`src/rtl/rf_fe_pkg.sv`:
```
package rf_fe_pkg;
  localparam int CODE_W = 2;

  typedef enum logic [1:0] {
    PH_IDLE,
    PH_BUF,
    PH_PA,
    PH_AIR
  } phase_t;

  typedef struct packed {
    logic              fe_en;
    logic [CODE_W-1:0] buf_lt;
    logic [CODE_W-1:0] pa_lt;
  } fe_cfg_t;
endpackage

```
`src/rtl/rf_fe_cfg.sv`:
```
module rf_fe_cfg
  import rf_fe_pkg::*;
#(
  parameter logic [CODE_W-1:0] BUF_LT_RST = CODE_W'(3),
  parameter logic [CODE_W-1:0] PA_LT_RST  = CODE_W'(0)
) (
  input  logic    clk,
  input  logic    rst,
  input  logic    we,
  input  fe_cfg_t wdata,
  output fe_cfg_t cfg
);
  always_ff @(posedge clk) begin
    if (rst) begin
      cfg.fe_en  <= 1'b0;
      cfg.buf_lt <= BUF_LT_RST;
      cfg.pa_lt  <= PA_LT_RST;
    end else if (we) begin
      cfg <= wdata;
    end
  end
endmodule

```
`src/rtl/rf_fe_pins.sv`:
```
module rf_fe_pins (
  input  logic clk,
  input  logic rst,
  input  logic fe_en,
  input  logic tx_busy,
  output logic tx_pin,
  output logic rx_pin
);
  always_ff @(posedge clk) begin
    if (rst) begin
      tx_pin <= 1'b0;
      rx_pin <= 1'b0;
    end else begin
      tx_pin <= fe_en & tx_busy;
      rx_pin <= fe_en & ~tx_busy;
    end
  end


  pins_off_chk: assert property (@(posedge clk) disable iff (rst)
    !fe_en |=> (!tx_pin && !rx_pin));

  pins_tx_chk: assert property (@(posedge clk) disable iff (rst)
    (fe_en && tx_busy) |=> (tx_pin && !rx_pin));

  pins_rx_chk: assert property (@(posedge clk) disable iff (rst)
    (fe_en && !tx_busy) |=> (!tx_pin && rx_pin));
endmodule

```
`src/rtl/rf_fe_lead_seq.sv`:
```
module rf_fe_lead_seq
  import rf_fe_pkg::*;
#(
  parameter int LT_STEP = 2,
  localparam int MAX_TICKS = LT_STEP * (2 ** CODE_W),
  localparam int CNT_W = $clog2(MAX_TICKS + 1)
) (
  input  logic              clk,
  input  logic              rst,
  input  logic [CODE_W-1:0] buf_lt,
  input  logic [CODE_W-1:0] pa_lt,
  input  logic              tx_busy,
  input  logic              start_req,
  input  logic              us_tick,
  output logic              buf_en,
  output logic              pa_en,
  output logic              shr
);
  phase_t            phase;
  logic [CNT_W-1:0]  left;
  logic [CODE_W-1:0] pa_hold;

  function automatic logic [CNT_W-1:0] buf_ticks(input logic [CODE_W-1:0] c);
    return CNT_W'(LT_STEP * int'(c));
  endfunction

  function automatic logic [CNT_W-1:0] pa_ticks(input logic [CODE_W-1:0] c);
    return CNT_W'(LT_STEP * (int'(c) + 1));
  endfunction

  always_ff @(posedge clk) begin
    if (rst) begin
      phase   <= PH_IDLE;
      buf_en  <= 1'b0;
      pa_en   <= 1'b0;
      shr     <= 1'b0;
      left    <= '0;
      pa_hold <= '0;
    end else begin
      shr <= 1'b0;
      if (phase == PH_IDLE) begin
        if (start_req) begin
          buf_en  <= 1'b1;
          pa_hold <= pa_lt;
          if (buf_lt == '0) begin
            pa_en <= 1'b1;
            left  <= pa_ticks(pa_lt);
            phase <= PH_PA;
          end else begin
            left  <= buf_ticks(buf_lt);
            phase <= PH_BUF;
          end
        end
      end else if (!tx_busy) begin
        buf_en <= 1'b0;
        pa_en  <= 1'b0;
        phase  <= PH_IDLE;
      end else if (us_tick && phase == PH_BUF) begin
        if (left == CNT_W'(1)) begin
          pa_en <= 1'b1;
          left  <= pa_ticks(pa_hold);
          phase <= PH_PA;
        end else begin
          left <= left - CNT_W'(1);
        end
      end else if (us_tick && phase == PH_PA) begin
        if (left == CNT_W'(1)) begin
          shr   <= 1'b1;
          phase <= PH_AIR;
        end else begin
          left <= left - CNT_W'(1);
        end
      end
    end
  end


  pa_needs_buf_chk: assert property (@(posedge clk) disable iff (rst)
    pa_en |-> buf_en);

  shr_single_chk: assert property (@(posedge clk) disable iff (rst)
    shr |=> !shr);

  busy_drop_chk: assert property (@(posedge clk) disable iff (rst)
    (phase != PH_IDLE && !tx_busy) |=> (!buf_en && !pa_en));

  accept_chk: assert property (@(posedge clk) disable iff (rst)
    (phase == PH_IDLE && start_req) |=> buf_en);

  restart_ignore_chk: assert property (@(posedge clk) disable iff (rst)
    (phase != PH_IDLE && tx_busy && start_req) |=> (buf_en && $stable(pa_hold)));
endmodule

```
`src/rtl/rf_fe_seq.sv`:
```
module rf_fe_seq
  import rf_fe_pkg::*;
#(
  parameter int LT_STEP = 2,
  parameter logic [CODE_W-1:0] BUF_LT_RST = CODE_W'(3),
  parameter logic [CODE_W-1:0] PA_LT_RST  = CODE_W'(0)
) (
  input  logic              clk,
  input  logic              rst,
  input  logic              cfg_we,
  input  logic              cfg_fe_en,
  input  logic [CODE_W-1:0] cfg_buf_lt,
  input  logic [CODE_W-1:0] cfg_pa_lt,
  input  logic              tx_busy,
  input  logic              start_req,
  input  logic              us_tick,
  output logic              fe_tx_pin,
  output logic              fe_rx_pin,
  output logic              pa_buf_en,
  output logic              pa_en,
  output logic              shr_start
);
  fe_cfg_t wr_word;
  fe_cfg_t cfg_q;

  assign wr_word = '{fe_en: cfg_fe_en, buf_lt: cfg_buf_lt, pa_lt: cfg_pa_lt};

  rf_fe_cfg #(
    .BUF_LT_RST(BUF_LT_RST),
    .PA_LT_RST (PA_LT_RST)
  ) u_cfg (
    .clk  (clk),
    .rst  (rst),
    .we   (cfg_we),
    .wdata(wr_word),
    .cfg  (cfg_q)
  );

  rf_fe_pins u_pins (
    .clk    (clk),
    .rst    (rst),
    .fe_en  (cfg_q.fe_en),
    .tx_busy(tx_busy),
    .tx_pin (fe_tx_pin),
    .rx_pin (fe_rx_pin)
  );

  rf_fe_lead_seq #(
    .LT_STEP(LT_STEP)
  ) u_seq (
    .clk      (clk),
    .rst      (rst),
    .buf_lt   (cfg_q.buf_lt),
    .pa_lt    (cfg_q.pa_lt),
    .tx_busy  (tx_busy),
    .start_req(start_req),
    .us_tick  (us_tick),
    .buf_en   (pa_buf_en),
    .pa_en    (pa_en),
    .shr      (shr_start)
  );
endmodule

```
`config.mk`:
```
export PLATFORM = sky130hd
export DESIGN_NAME = rf_fe_seq
export DESIGN_NICKNAME = d
export VERILOG_FILES = /design/src/rtl/rf_fe_pkg.sv /design/src/rtl/rf_fe_cfg.sv /design/src/rtl/rf_fe_pins.sv /design/src/rtl/rf_fe_lead_seq.sv /design/src/rtl/rf_fe_seq.sv
export SDC_FILE = /design/constraint.sdc
export NUM_CORES = 1
export LEC_CHECK = 0
export ABC_AREA = 0
export BUFFER_PORTS_ARGS = -buffer_cell sky130_fd_sc_hd__buf_4
export CORE_ASPECT_RATIO = 0.9
export CORE_MARGIN = 5
export CORE_UTILIZATION = 48
export DETAILED_ROUTE_END_ITERATION = 16
export GPL_ROUTABILITY_DRIVEN = 0
export MAX_ROUTING_LAYER = met4
export PLACE_DENSITY = 0.72
export SYNTH_ARGS = -nofsm -noshare
export SYNTH_HDL_FRONTEND = slang
export SYNTH_SLANG_ARGS = --single-unit
```
`constraint.sdc`:
```
create_clock -name clk -period 1.5 [get_ports clk]
set_input_delay 0 -clock clk [delete_from_list [all_inputs] [get_ports clk]]
set_output_delay 0 -clock clk [all_outputs]
set_load 0.05 [all_outputs]
```
# ---- Word level (Yosys, flattened, before mapping)
# Index checks and enable logic that the tools add are counted.
dict set report classes {
  mux 26
  bitwise 4
  n_addsub 3
  reduce_logical 12
  n_eq_ne 10
}
# cell n
set ops {}
lappend ops {{$mux 4} 8}
lappend ops {{$mux 2} 8}
lappend ops {{$mux 1} 10}
lappend ops {{$ne 3x1->1 const B} 3}
lappend ops {{$reduce_and 4->1} 2}
lappend ops {{$add 2x1->3 const B} 2}
lappend ops {{$reduce_or 5->1} 1}
lappend ops {{$eq 4x1->1 const B} 1}
lappend ops {{$logic_not 2->1} 2}
lappend ops {{$ne 2x2->1 const B} 2}
lappend ops {{$ne 4x1->1 const B} 1}
lappend ops {{$reduce_and 2->1} 2}
lappend ops {{$sub 4x1->4 const B} 1}
lappend ops {{$reduce_and 3->1} 1}
lappend ops {{$reduce_bool 3->1} 1}
lappend ops {{$and 1x1->1} 2}
lappend ops {{$eq 2x1->1 const B} 1}
lappend ops {{$eq 2x2->1 const B} 1}
lappend ops {{$logic_and 1x1->1} 2}
lappend ops {{$ne 2x1->1 const B} 1}
lappend ops {{$not 1->1} 2}
lappend ops {{$reduce_bool 2->1} 1}
dict set report totals {
  input_bits 11
  word_cells 66
  out_inout_bits 5
  ff_bits 18
}

# ---- Depth between registers and ports, before layout
# Gate-level depths: netlist of run 1.
dict set report depth {
  depth_word 6
  mapped_depth 6
  ltp_nobuf 6
}

# ---- Hierarchy
# A second synthesis of run 1 with hierarchy kept.
dict set report unflattened {
  hier_cells 99
  area_unflattened_um2 933.4
}
# mod instances cells_each area_each_um2
set by_module_without_submodules {}
lappend by_module_without_submodules {rf_fe_lead_seq 1 79 693.2}
lappend by_module_without_submodules {rf_fe_cfg 1 16 178.9}
lappend by_module_without_submodules {rf_fe_pins 1 4 61.3}

# ---- Worst setup path before layout of run 1
# OpenSTA, ideal clock, no wires.
dict set report synth_timing {
  path_type {register -> register}
  start {register u_seq.left[1]}
  end {register u_seq.left[2]}
  setup_slack_ps 54
  t_arrival_ps 1330
  path_stages_with_launch 7
  synth_period_minus_slack_ps 1446
  path_buffers 0
  cell_sequence {dfxtp_1 > inv_1 > ha_1 > nor3b_1 > nor3_1 > nor4b_1 > a41o_1}
}
dict set report synth_between {
  elab_chain_cells 6
  elab_cells_between_ends 10
  cone_classes {add/sub: 1; eq/ne: 2; mux: 6; reduce/logical: 1}
}
# item line_no
set synth_lines {}
lappend synth_lines {{from (decl)} rf_fe_lead_seq.sv:20} ;# logic [CNT_W-1:0] left;
lappend synth_lines {{from (signal assigned)} rf_fe_lead_seq.sv:47} ;# left <= pa_ticks(pa_lt);
lappend synth_lines {{from (signal assigned)} rf_fe_lead_seq.sv:50} ;# left <= buf_ticks(buf_lt);
lappend synth_lines {{from (signal assigned)} rf_fe_lead_seq.sv:61} ;# left <= pa_ticks(pa_hold);
lappend synth_lines {{$sub 4x1->4} {rf_fe_lead_seq.sv:64, rf_fe_lead_seq.sv:71}}
lappend synth_lines {{$mux 4} rf_fe_lead_seq.sv:67} ;# if (left == CNT_W'(1)) begin
lappend synth_lines {{$mux 4} rf_fe_lead_seq.sv:66} ;# end else if (us_tick && phase == PH_PA) begin
lappend synth_lines {{$mux 4} rf_fe_lead_seq.sv:58} ;# end else if (us_tick && phase == PH_BUF) begin
lappend synth_lines {{$mux 4} rf_fe_lead_seq.sv:54} ;# end else if (!tx_busy) begin
lappend synth_lines {{$mux 4} rf_fe_lead_seq.sv:41} ;# if (phase == PH_IDLE) begin
# Parallel ways exist; a longest one is shown, timed or not. The select of a mux whose other input is x is not followed.
# A chain may end at the register's enable or synchronous reset.

# ---- Final worst setup path of run 1
dict set report layout_timing {
  start {register u_seq.left[1]}
  end {register u_seq.left[3]}
}
# Same word-level chain as after synthesis.

==> results of run 1 <==
-- through the flow --
stage	instance area [um^2]	utilization, %	power [mW]	setup TNS, ns	setup WS, ns
6_report	1350	70.4	1.09	0	0.0666
3_3_place_gp	1130	58.8	0.804	0	0.000461
3_5_place_dp	1130	58.8	0.810	-0.112	-0.0573
5_1_grt	1350	70.4	1.15	-0.000542	-0.000542
4_1_cts	1290	67.4	1.07	0	0.0148
2_1_floorplan	957	-	0.722	0	0.0538
-- state kept, by name, summed over array words and instances (netlist names) --
signal         cells
u_seq.buf_en       1
u_pins.tx_pin      1
u_seq.shr          1
u_seq.pa_hold      2
u_seq.left         4
u_seq.pa_en        1
u_cfg.cfg          5
u_seq.phase        2
u_pins.rx_pin      1
-- logic make-up (layout without fill, tap and decap cells) --
| kind of cell | after synthesis | after routing | share of synthesized area (%) |
|---|---|---|---|
| fa+ha+maj | 4 | 4 | 5.23 |
| compound gates | 30 | 30 | 21.2 |
| buf+inv | 11 | 44 | 4.84 |
| simple gates | 42 | 42 | 25.0 |
| xor+xnor | 1 | 1 | 0.915 |
| mux | 5 | 5 | 5.23 |
| flops | 18 | 18 | 37.6 |
-- area by class of cell --
| class | instances | area share, % |
|---|---|---|
| timing repair buffer | 36 | 22.5 |
| multi-input combinational | 82 | 45.1 |
| inverter | 5 | 1.39 |
| sequential | 18 | 27.0 |
| tap | 25 | 2.32 |
| clock buffer | 3 | 1.67 |
-- cells in the final DEF (no fill, tap or decap), types with 3 or more instances in the layout --
cell                             n
sky130_fd_sc_hd__a21oi_1         7
sky130_fd_sc_hd__buf_4          23
sky130_fd_sc_hd__clkbuf_4        3
sky130_fd_sc_hd__dfxtp_1        15
sky130_fd_sc_hd__dfxtp_2         3
sky130_fd_sc_hd__dlygate4sd3_1  13
sky130_fd_sc_hd__ha_1            3
sky130_fd_sc_hd__inv_1           4
sky130_fd_sc_hd__mux2i_1         5
sky130_fd_sc_hd__nand2_1         5
sky130_fd_sc_hd__nand4_1         3
sky130_fd_sc_hd__nor2_1         13
sky130_fd_sc_hd__o21ai_0         6
-- where the power goes --
group | total [mW] | switching (mW) | internal, mW
registers | 0.550 | 0.0372 | 0.513
logic | 0.307 | 0.149 | 0.158
clock network | 0.234 | 0.140 | 0.0933
total | 1.09 | 0.326 | 0.764
-- per-layer routing --
metal	GRT usage [%]	wire length, um
met4	6.56	34
met2	27.8	969
met1	21.9	1090
met3	3.94	149
met5	-	0
-- worst paths after layout --
path	start	end	slack, ns	cells after the start
setup / recovery	u_seq.left[1]	u_seq.left[3]	0.07	6
setup reg to reg	u_seq.left[1]	u_seq.left[3]	0.07	6
hold reg to reg	u_seq.pa_hold[1]	u_seq.pa_hold[1]	0.47	2
hold / removal	start_req	u_seq.phase[1]	0.02	3
-- worst max-delay path: cells and delay by family, from the launching register on --
kind | cells | cell delay (ns)
buf+inv | 1 | 0.05
fa+ha+maj | 1 | 0.17
compound gates | 2 | 0.53
simple gates | 2 | 0.31
flops | 1 | 0.34
-- repair_timing --
| action | 4_1_cts | 5_1_grt |
|---|---|---|
| pin swaps | 0 | 4 |
| endpoints found under the hold margin | 12 | 0 |
| buffers inserted | 0 | 1 |
| endpoints found under the setup margin | 4 | 6 |
| hold buffers | 13 | 0 |
| gates resized for setup | 3 | 10 |
==> PnR_summary.wiki, run 1 <==
{| class="wikitable"
! Metric !! Value
|-
| Routed length per placed instance || 13.3 um
|-
| Largest net degree at the start of global routing || 14
|-
| Unrepaired setup endpoints after global routing || true
|-
| Most numerous cell in the Yosys netlist || sky130_fd_sc_hd__dfxtp_1
|-
| Areal power density over the cells || 809 nW/um^2
|-
| Max IR drop VDD || 539 uV
|-
| Path type of the worst min-delay path || in2reg
|-
| DR DRC count || 0
|-
| Sequential share of the synthesized area || 37.6%
|-
| Net count after synthesis || around 130
|-
| First-pass GRT wire length || 4010 um
|-
| Distinct cells, synth || 39
|-
| Proportion of synthesized flip-flops having asynchronous set or reset || 0%
|-
| Tmin final || between 1 and 1.5 ns
|-
| Setup violations, final || 0
|-
| Ant. Diodes || 0
|-
| Sinks on the clock net || 18
|-
| Clk buf depth || 2
|-
| Die Height || 52.4 um
|-
| Sort of element at the start of the critical path || flop
|-
| Number of nets in the final layout || approximately 160
|-
| Number of non-filler instances in the completed layout || about 170
|-
| Top Ports || 16
|-
| Via count normalized by instance count || 5.56
|-
| Critical path required time || 1.74 ns
|-
| Worst slew margin relative to its limit || approximately 76%
|-
| Number of nets still failing antenna checks after routing || 0
|-
| Total routing usage reported by global routing || 17.5%
|-
| Layout filler cell count || approximately 150
|-
| Starting density of the core || 50.0%
|-
| Core area || 1910 um^2
|-
| Number of synthesized flops with an enable pin || 0
|-
| CTS HTree Levels || 1
|-
| Routed via count || 940
|-
| Row count || 15
|-
| Number of global-route vias before repair || 928
|-
| Worst-case hold slack || about 0.019 ns
|-
| Final count of pins violating max slew || 0
|-
| Share of layout cells above drive strength 1 || between 20 and 30%
|-
| Area growth from synthesis to layout || 40.8%
|-
| Endpoints failing hold || 0
|-
| Clock-pin slew on the worst setup and hold paths || about 0.1 ns
|-
| I/O Buffers || 15
|-
| Critical Path Fanout Max || 5
|-
| Area taken by flip-flops and latches || 364 um^2
|-
| Number of design-rule violations left by the first detailed-router iteration || 22
|-
| Critical-path top delay cell || sky130_fd_sc_hd__a221o_1
|-
| Yosys Warn Count || 0
|-
| Top cells by count, synth || 18 x sky130_fd_sc_hd__dfxtp_1, 13 x sky130_fd_sc_hd__nor2_1, 8 x sky130_fd_sc_hd__a21oi_1
|-
| Clock root buffer master || sky130_fd_sc_hd__clkbuf_4
|-
| Clock tree from TritonCTS || done
|-
| Worst slew pin tran || about 0.36 ns
|-
| Cell taking the most area after synthesis || sky130_fd_sc_hd__dfxtp_1
|-
| Seq cells post-synth || 18
|-
| Share of the synthesized area in the top cell type || between 30% and 40%
|-
| Remaining global-route overflow || 0
|-
| Series of cell instances along the critical path || inv_2 -> ha_4 -> and4bb_4 -> a221o_1 -> nand4_1 -> o2111a_1
|-
| Netlist area before placement || around 960 um^2
|-
| Dpl cells || 152
|-
| Maximum Capacitance Violations || 0
|-
| Number of antenna violations at the first check in global routing || 0
|-
| Share of the clock period used by the worst path after layout || 95.6%
|-
| Die width || 57.1 um
|-
| Critical Path AT || 1.67 ns
|-
| Iteration count of the initial detailed-routing pass || 4
|-
| Largest cells by area after synthesis || sky130_fd_sc_hd__dfxtp_1 38%, sky130_fd_sc_hd__ha_1 5.2%, sky130_fd_sc_hd__mux2i_1 5.2%
|-
| Final setup skew || 0.00270 ns
|-
| Critical Path Max Stage Delay || 0.35 ns
|-
| Number of buffers created by CTS || 3
|-
| Total area of multi-input combinational cells || just over 600 um^2
|-
| Post-synthesis instance total || 111
|-
| Result of the run || finished, final reports clean
|-
| Total half-perimeter wirelength after legalization and detailed placement || 1570 um
|-
| Avg Inst Size Synth || roughly 8.6 um^2
|-
| Most used flip-flop cell after synthesis || sky130_fd_sc_hd__dfxtp_1
|-
| Final wirelength || 2240 um
|-
| Kind of critical path || reg2reg
|-
| F_max || 698 MHz
|-
| Static leakage || just under 0.6 nW
|-
| Die footprint || 2990 um^2
|-
| Capturing element type of the critical path || flop
|-
| Insertion delay to the later sink of the worst-skew pair || 0.29 ns
|}
Power figures use the tool's default switching activity.
==> inputs of run 2 (changes only) <==
CORE_MARGIN = 2   (was 5)
==> run 2 against run 1 <==
Compared with the run above:
- non-clock buffer count increased by 1
- total power increased by 7.2%
- first-iteration DRC count increased by 27%
- clock-buffer cell count increased by 1
- combinational power about the same
- final cell count increased by 1.2%
- utilization increased by 1.6 points
- largest power group unchanged
- highest routed layer unchanged
- global-route usage increased by 5.5 points
- sequential power about the same
==> PnR_summary.wiki, run 2 (synthesized netlist as in run 1, its figures left out) <==
{| class="wikitable"
! Metric !! Value
|-
| Share of the clock period used by the worst path after layout || 97.7% (was 95.6%)
|-
| Path type of the worst min-delay path || in2reg (unchanged)
|-
| Row count || 15 (unchanged)
|-
| Largest register FFs || 5 (unchanged)
|-
| Clock-pin slew on the worst setup and hold paths || 0.10 ns (about the same)
|-
| WL met3 || 119 um (was 149 um)
|-
| Iteration count of the initial detailed-routing pass || 4 (unchanged)
|-
| Maximum Capacitance Violations || 0 (unchanged)
|-
| Worst slew margin relative to its limit || 74.4% (was 75.8%)
|-
| Reg-to-Reg Start || u_seq.left[1] (unchanged)
|-
| Critical Path Fanout Max || 5 (unchanged)
|-
| Core area || 1900 um^2 (was 1910 um^2)
|-
| Endpoint of the most critical register-to-register path || u_seq.left[3] (unchanged)
|-
| Total area of multi-input combinational cells || 602 um^2 (was 608 um^2)
|-
| Capturing element type of the critical path || flop (unchanged)
|-
| Reg with most FFs || u_cfg.cfg (unchanged)
|-
| Die footprint || 2370 um^2 (was 2990 um^2)
|-
| Number of buffers created by CTS || 3 (unchanged)
|-
| Ant. Diodes || 0 (unchanged)
|-
| Sort of element at the start of the critical path || flop (unchanged)
|-
| Post-route standard cell area excluding fillers || 1360 um^2 (was 1350 um^2)
|-
| Clock network fraction of total power || 26.5% (was 21.4%)
|-
| I/O Buffers || 15 (unchanged)
|-
| Logic pwr share || 26.4% (was 28.2%)
|-
| Detailed-routed wire length on met2 || 1080 um (was 969 um)
|-
| Area growth from synthesis to layout || 42.5% (was 40.8%)
|-
| Final core utilization || 71.9% (was 70.4%)
|-
| Clock tree from TritonCTS || done (unchanged)
|-
| Number of global-route vias before repair || 854 (was 928)
|-
| Total Power || 1.17 mW (was 1.09 mW)
|-
| Endpoints failing hold || 0 (unchanged)
|-
| Areal power density over the cells || 857 nW/um^2 (was 809 nW/um^2)
|-
| Post-route met1 wirelength || 1080 um (was 1090 um)
|-
| CTS HTree Levels || 1 (unchanged)
|-
| Routed via count || 960 (was 940)
|-
| F_max || 682 MHz (was 698 MHz)
|-
| End point of the critical path || u_seq.left[3] (unchanged)
|-
| Critical path required time || 1.76 ns (was 1.74 ns)
|-
| Setup violations, final || 0 (unchanged)
|-
| First-pass GRT wire length || 3780 um (was 4010 um)
|-
| Cell internal pwr || 820 uW (was 764 uW)
|-
| Portion of total power attributed to sequential cells || 47.0% (was 50.4%)
|-
| Total routing usage reported by global routing || 23.0% (was 17.5%)
|-
| Total half-perimeter wirelength after legalization and detailed placement || 1580 um (was 1570 um)
|-
| Top Ports || 16 (unchanged)
|-
| Sw Pwr || 350 uW (was 326 uW)
|-
| Result of the run || finished, final reports clean (unchanged)
|-
| Worst slew pin tran || 0.384 ns (was 0.363 ns)
|-
| Insertion delay to the later sink of the worst-skew pair || 0.31 ns (was 0.29 ns)
|-
| Critical Path AT || 1.73 ns (was 1.67 ns)
|-
| Final wirelength || 2320 um (was 2240 um)
|-
| Setup slack after layout || 0.0347 ns (was 0.0666 ns)
|-
| Remaining global-route overflow || 0 (unchanged)
|-
| Highest signal layer in the routed design || met4 (unchanged)
|-
| Worst R2R Setup Slack || 0.03 ns (was 0.07 ns)
|-
| Tmin final || 1.47 ns (was 1.43 ns)
|-
| Final count of pins violating max slew || 0 (unchanged)
|-
| Dpl cell area || 1130 um^2 (unchanged)
|-
| Switching Share || 29.9% (about the same)
|-
| Share of layout cells above drive strength 1 || 26.7% (was 28.5%)
|-
| Reg2Reg Depth || 6 (unchanged)
|-
| Die width || 51.1 um (was 57.1 um)
|-
| Routed length per placed instance || 13.6 um (was 13.3 um)
|-
| Final setup skew || 0.000586 ns (was 0.00270 ns)
|-
| Number of nets in the final layout || 162 (was 161)
|-
| Max IR drop VDD || 500 uV (was 539 uV)
|-
| Layout filler cell count || 145 (was 149)
|-
| Die Height || 46.4 um (was 52.4 um)
|-
| Largest net degree at the start of global routing || 14 (unchanged)
|-
| Regs by FF count || u_cfg.cfg x5, u_seq.left x4 (unchanged)
|-
| Origin of the worst setup path || u_seq.left[1] (unchanged)
|-
| Worst-case hold slack || 0.0152 ns (was 0.0189 ns)
|-
| Most frequent cells in the layout || 23 x sky130_fd_sc_hd__buf_4, 16 x sky130_fd_sc_hd__dfxtp_1, 14 x sky130_fd_sc_hd__dlygate4sd3_1 (was 23 x sky130_fd_sc_hd__buf_4, 15 x sky130_fd_sc_hd__dfxtp_1, 13 x sky130_fd_sc_hd__nor2_1, 13 x sky130_fd_sc_hd__dlygate4sd3_1, 7 x sky130_fd_sc_hd__a21oi_1)
|-
| Area taken by flip-flops and latches || 363 um^2 (was 364 um^2)
|-
| Sinks on the clock net || 18 (unchanged)
|-
| Number of antenna violations at the first check in global routing || 0 (unchanged)
|-
| Starting density of the core || 50.5% (was 50.0%)
|-
| Kind of critical path || reg2reg (unchanged)
|-
| Static leakage || 0.601 nW (was 0.589 nW)
|-
| DR DRC count || 0 (unchanged)
|-
| Clk buf depth || 2 (unchanged)
|-
| Number of design-rule violations left by the first detailed-router iteration || 28 (was 22)
|-
| Place WS || -0.102 ns (was -0.0573 ns)
|-
| Number of nets still failing antenna checks after routing || 0 (unchanged)
|-
| Most common cell after layout, fill and taps aside || sky130_fd_sc_hd__buf_4 (unchanged)
|-
| Via count normalized by instance count || 5.61 (was 5.56)
|-
| Clock root buffer master || sky130_fd_sc_hd__clkbuf_4 (unchanged)
|}
==> run 2: cell count changes in the layout (fill, tap and decap cells not counted), sizes merged <==
cell / before / now
clkbuf: 3 / 4
dlygate4sd3: 13 / 14
==> run 2: worst min path at each step <==
stage,startpoint,endpoint,slack (ns),depth (start not counted)
CTS,us_tick,u_seq.shr,0.08,3
detailed placement,cfg_buf_lt[1],u_cfg.cfg[3],0.23,3
global route,us_tick,u_seq.shr,0.04,3
global placement,cfg_buf_lt[0],u_cfg.cfg[2],0.21,3
finish,us_tick,u_seq.shr,0.02,3
floorplan,cfg_buf_lt[0],u_cfg.cfg[2],0.13,2
==> run 2: stage by stage <==
step                TNS (ns)  instances
finish                     0        171
global route         -0.0177        171
CTS                        0        170
detailed placement    -0.272        152
global placement     -0.0424        152
floorplan                  0        111
==> run 2: power groups by stage <==
| stage | combinational, mW | clock (mW) | sequential (mW) |
|---|---|---|---|
| 3_3_place_gp | 0.252 | 0 | 0.551 |
| 5_1_grt | 0.335 | 0.336 | 0.554 |
| 6_report | 0.309 | 0.310 | 0.550 |
| 3_5_place_dp | 0.254 | 0 | 0.553 |
| 4_1_cts | 0.286 | 0.307 | 0.543 |
| 2_1_floorplan | 0.154 | 0 | 0.568 |
==> run 2: routing by layer <==
layer	global-route usage (%)	vias to the layer above
met4	9.73	0
met5	-	-
met3	5.84	5
met1	29.7	450
met2	34.3	25
li1	-	480
==> run 2: what timing repair did <==
item | CTS | global route
setup endpoints to repair | 4 | 6
hold buffers | 14 | 0
setup buffers | 0 | 1
gates resized for setup | 3 | 7
pin swaps | 0 | 1
hold endpoints to repair | 12 | 0
==> run 2: layout make-up <==
type	instances	area share [%]
multi-input combinational	82	44.1
sequential	18	26.6
timing repair buffer	37	22.9
clock buffer	4	2.66
tap	25	2.29
inverter	5	1.38
==> run 2: worst max-delay path: stages, from the launching register on <==
cell and delay, ns:
sky130_fd_sc_hd__dfxtp_2 0.35, sky130_fd_sc_hd__inv_2 0.05, sky130_fd_sc_hd__ha_4 0.17, sky130_fd_sc_hd__and4bb_4 0.22
sky130_fd_sc_hd__a221o_1 0.34, sky130_fd_sc_hd__nand4_1 0.09, sky130_fd_sc_hd__o2111a_1 0.18
==> inputs of run 3 (changes only) <==
BUFFER_PORTS_ARGS = unset   (was -buffer_cell sky130_fd_sc_hd__buf_4)
CORE_UTILIZATION = 50   (was 48)
DONT_BUFFER_PORTS = 1   (was unset)
PLACE_DENSITY = 0.68   (was 0.72)
==> run 3 against run 2 <==
Compared with the run above:
- combinational power shrank 11%
- non-clock buffer count shrank 13
- critical endpoint unchanged
- sequential cell count is the same
- utilization grew 0.92 points
- sequential power grew 2%
- clock-buffer cell count is the same
- clock skew grew 0.0055 ns
==> PnR_summary.wiki, run 3 (synthesized netlist as in run 1, its figures left out) <==
{| class="wikitable"
! Metric !! Value
|-
| Logic pwr share || 24.4% (was 26.4%)
|-
| Critical-path top delay cell || sky130_fd_sc_hd__a221o_1 (was sky130_fd_sc_hd__dfxtp_2)
|-
| Reg with most FFs || u_cfg.cfg (unchanged)
|-
| Routed length per placed instance || 15.2 um (was 13.6 um)
|-
| Result of the run || finished, final reports clean (unchanged)
|-
| Most frequent cells in the layout || 14 x sky130_fd_sc_hd__dfxtp_1, 13 x sky130_fd_sc_hd__nor2_1, 13 x sky130_fd_sc_hd__dlygate4sd3_1 (was 23 x sky130_fd_sc_hd__buf_4, 16 x sky130_fd_sc_hd__dfxtp_1, 14 x sky130_fd_sc_hd__dlygate4sd3_1)
|-
| Total area of multi-input combinational cells || 601 um^2 (was 602 um^2)
|-
| Core area || 1730 um^2 (was 1900 um^2)
|-
| Total routing usage reported by global routing || 24.4% (was 23.0%)
|-
| Most common cell after layout, fill and taps aside || sky130_fd_sc_hd__dfxtp_1 (was sky130_fd_sc_hd__buf_4)
|-
| Critical Path AT || 1.68 ns (was 1.73 ns)
|-
| Setup violations, final || 0 (unchanged)
|-
| Insertion delay to the later sink of the worst-skew pair || 0.30 ns (was 0.31 ns)
|-
| Iteration count of the initial detailed-routing pass || 4 (unchanged)
|-
| Number of buffers created by CTS || 3 (unchanged)
|-
| Remaining global-route overflow || 0 (unchanged)
|-
| Setup repair bufs after CTS || 0 (unchanged)
|-
| Area taken by flip-flops and latches || 365 um^2 (was 363 um^2)
|-
| Path type of the worst min-delay path || in2reg (unchanged)
|-
| Number of design-rule violations left by the first detailed-router iteration || 26 (was 28)
|-
| Largest register FFs || 5 (unchanged)
|-
| Critical Path Max Stage Delay || 0.35 ns (about the same)
|-
| Die footprint || 2280 um^2 (was 2370 um^2)
|-
| Final wirelength || 2390 um (was 2320 um)
|-
| Worst slew margin relative to its limit || 66.5% (was 74.4%)
|-
| Tmin final || 1.44 ns (was 1.47 ns)
|-
| Dpl cells || 140 (was 152)
|-
| Ant. Diodes || 0 (unchanged)
|-
| Switching Share || 29.2% (was 29.9%)
|-
| Number of nets still failing antenna checks after routing || 0 (unchanged)
|-
| Largest net degree at the start of global routing || 14 (unchanged)
|-
| Die width || 50.1 um (was 51.1 um)
|-
| F_max || 694 MHz (was 682 MHz)
|-
| Clock root buffer master || sky130_fd_sc_hd__clkbuf_4 (unchanged)
|-
| Capturing element type of the critical path || flop (unchanged)
|-
| Kind of critical path || reg2reg (unchanged)
|-
| Final setup skew || 0.00607 ns (was 0.000586 ns)
|-
| Total half-perimeter wirelength after legalization and detailed placement || 1530 um (was 1580 um)
|-
| I/O Buffers || 0 (was 15)
|-
| Series of cell instances along the critical path || inv_2 -> ha_4 -> and4bb_4 -> a221o_1 -> nand4_1 -> o2111a_1 (unchanged)
|-
| Count of buffering cells on the critical path with inverters included || 1 (unchanged)
|-
| Areal power density over the cells || 896 nW/um^2 (was 857 nW/um^2)
|-
| Row count || 14 (was 15)
|-
| Critical Path Fanout Max || 5 (unchanged)
|-
| Share of layout cells above drive strength 1 || 23.3% (was 26.7%)
|-
| Clock-pin slew on the worst setup and hold paths || 0.10 ns (about the same)
|-
| Total Power || 1.13 mW (was 1.17 mW)
|-
| Number of non-filler instances in the completed layout || 157 (was 171)
|-
| Clock network fraction of total power || 26.2% (was 26.5%)
|-
| Sinks on the clock net || 18 (unchanged)
|-
| Share of the clock period used by the worst path after layout || 96.1% (was 97.7%)
|-
| Regs by FF count || u_cfg.cfg x5, u_seq.left x4 (unchanged)
|-
| DR DRC count || 0 (unchanged)
|-
| Endpoints failing hold || 0 (unchanged)
|-
| Cell internal pwr || 802 uW (was 820 uW)
|-
| Number of antenna violations at the first check in global routing || 0 (unchanged)
|-
| Clk buf depth || 2 (unchanged)
|-
| CTS HTree Levels || 1 (unchanged)
|-
| Maximum Capacitance Violations || 0 (unchanged)
|-
| Via count normalized by instance count || 5.74 (was 5.61)
|-
| Clock tree from TritonCTS || done (unchanged)
|-
| Critical path required time || 1.74 ns (was 1.76 ns)
|-
| Area growth from synthesis to layout || 32.0% (was 42.5%)
|-
| Number of nets in the final layout || 149 (was 162)
|-
| Top Ports || 16 (unchanged)
|-
| Worst slew pin tran || 0.500 ns (was 0.384 ns)
|-
| Die Height || 45.5 um (was 46.4 um)
|-
| Static leakage || 0.528 nW (was 0.601 nW)
|-
| First-pass GRT wire length || 3980 um (was 3780 um)
|-
| Sort of element at the start of the critical path || flop (unchanged)
|-
| Sw Pwr || 330 uW (was 350 uW)
|-
| Routed via count || 901 (was 960)
|-
| Number of global-route vias before repair || 866 (was 854)
|-
| Max IR drop VDD || 608 uV (was 500 uV)
|-
| Final count of pins violating max slew || 0 (unchanged)
|-
| Portion of total power attributed to sequential cells || 49.4% (was 47.0%)
|-
| Cell class contributing the biggest share of worst-path delay || compound AO/OA/AOI/OAI gates (unchanged)
|-
| Layout filler cell count || 139 (was 145)
|-
| Starting density of the core || 55.2% (was 50.5%)
|}
==> run 3: cell count changes in the layout (fill, tap and decap cells not counted), sizes merged <==
| cell | previous run | this run |
|---|---|---|
| buf | 23 | 11 |
| dlygate4sd3 | 14 | 13 |
==> run 3: area by class of cell <==
type,instances,share of cell area [%]
timing repair buffer,24,16.8
inverter,5,1.49
tap,24,2.38
sequential,18,28.9
multi-input combinational,82,47.5
clock buffer,4,2.87
==> run 3: through the flow <==
step	TNS (ns)	worst slack, ns	utilization, %	instance area (um^2)	hold WS (ns)
after detailed placement	-0.208	-0.0974	60.1	1040	0.0735
final	0	0.0585	72.9	1260	0.0330
after CTS	0	0.00826	69.8	1210	0.0197
after floorplan	0	0.0538	-	957	0.126
after global placement	-0.0438	-0.0331	60.1	1040	0.0727
after global routing	-0.00652	-0.00652	72.9	1260	0.0465
==> run 3: path summary, 6_finish.rpt <==
check,startpoint,endpoint,slack (ns),cells after the start
worst min register to register,u_seq.pa_hold[1],u_seq.pa_hold[1],0.48,2
worst min-delay path,start_req,u_seq.phase[0],0.03,4
worst max-delay path,u_seq.left[1],u_seq.left[3],0.06,6
worst max register to register,u_seq.left[1],u_seq.left[3],0.06,6
==> run 3: timing repair <==
item	CTS	global route
endpoints found under the setup margin	4	5
hold endpoints to repair	18	1
gates resized for setup	3	12
hold buffers	12	1
pin swaps	1	1
==> run 3: power groups by stage <==
stage / Sequential [mW] / Combinational [mW] / Clock, mW
finish: 0.559 / 0.276 / 0.297
global route: 0.564 / 0.302 / 0.327
CTS: 0.549 / 0.256 / 0.306
detailed placement: 0.558 / 0.216 / 0
global placement: 0.556 / 0.214 / 0
floorplan: 0.568 / 0.154 / 0
==> run 3: worst min-delay path, stage by stage <==
cell	delay, ns
sky130_fd_sc_hd__nor2_1	0.08
sky130_fd_sc_hd__a31oi_1	0.04
sky130_fd_sc_hd__o21ai_0	0.13
sky130_fd_sc_hd__nor2_1	0.05
==> run 3: routing by layer <==
| layer | vias up | track usage (%) | share of wire [%] |
|---|---|---|---|
| met5 | - | - | 0 |
| met1 | 422 | 29.6 | 46 |
| met4 | 0 | 7.78 | 0.59 |
| li1 | 451 | - | - |
| met2 | 26 | 38.9 | 48 |
| met3 | 2 | 7.57 | 5.6 |
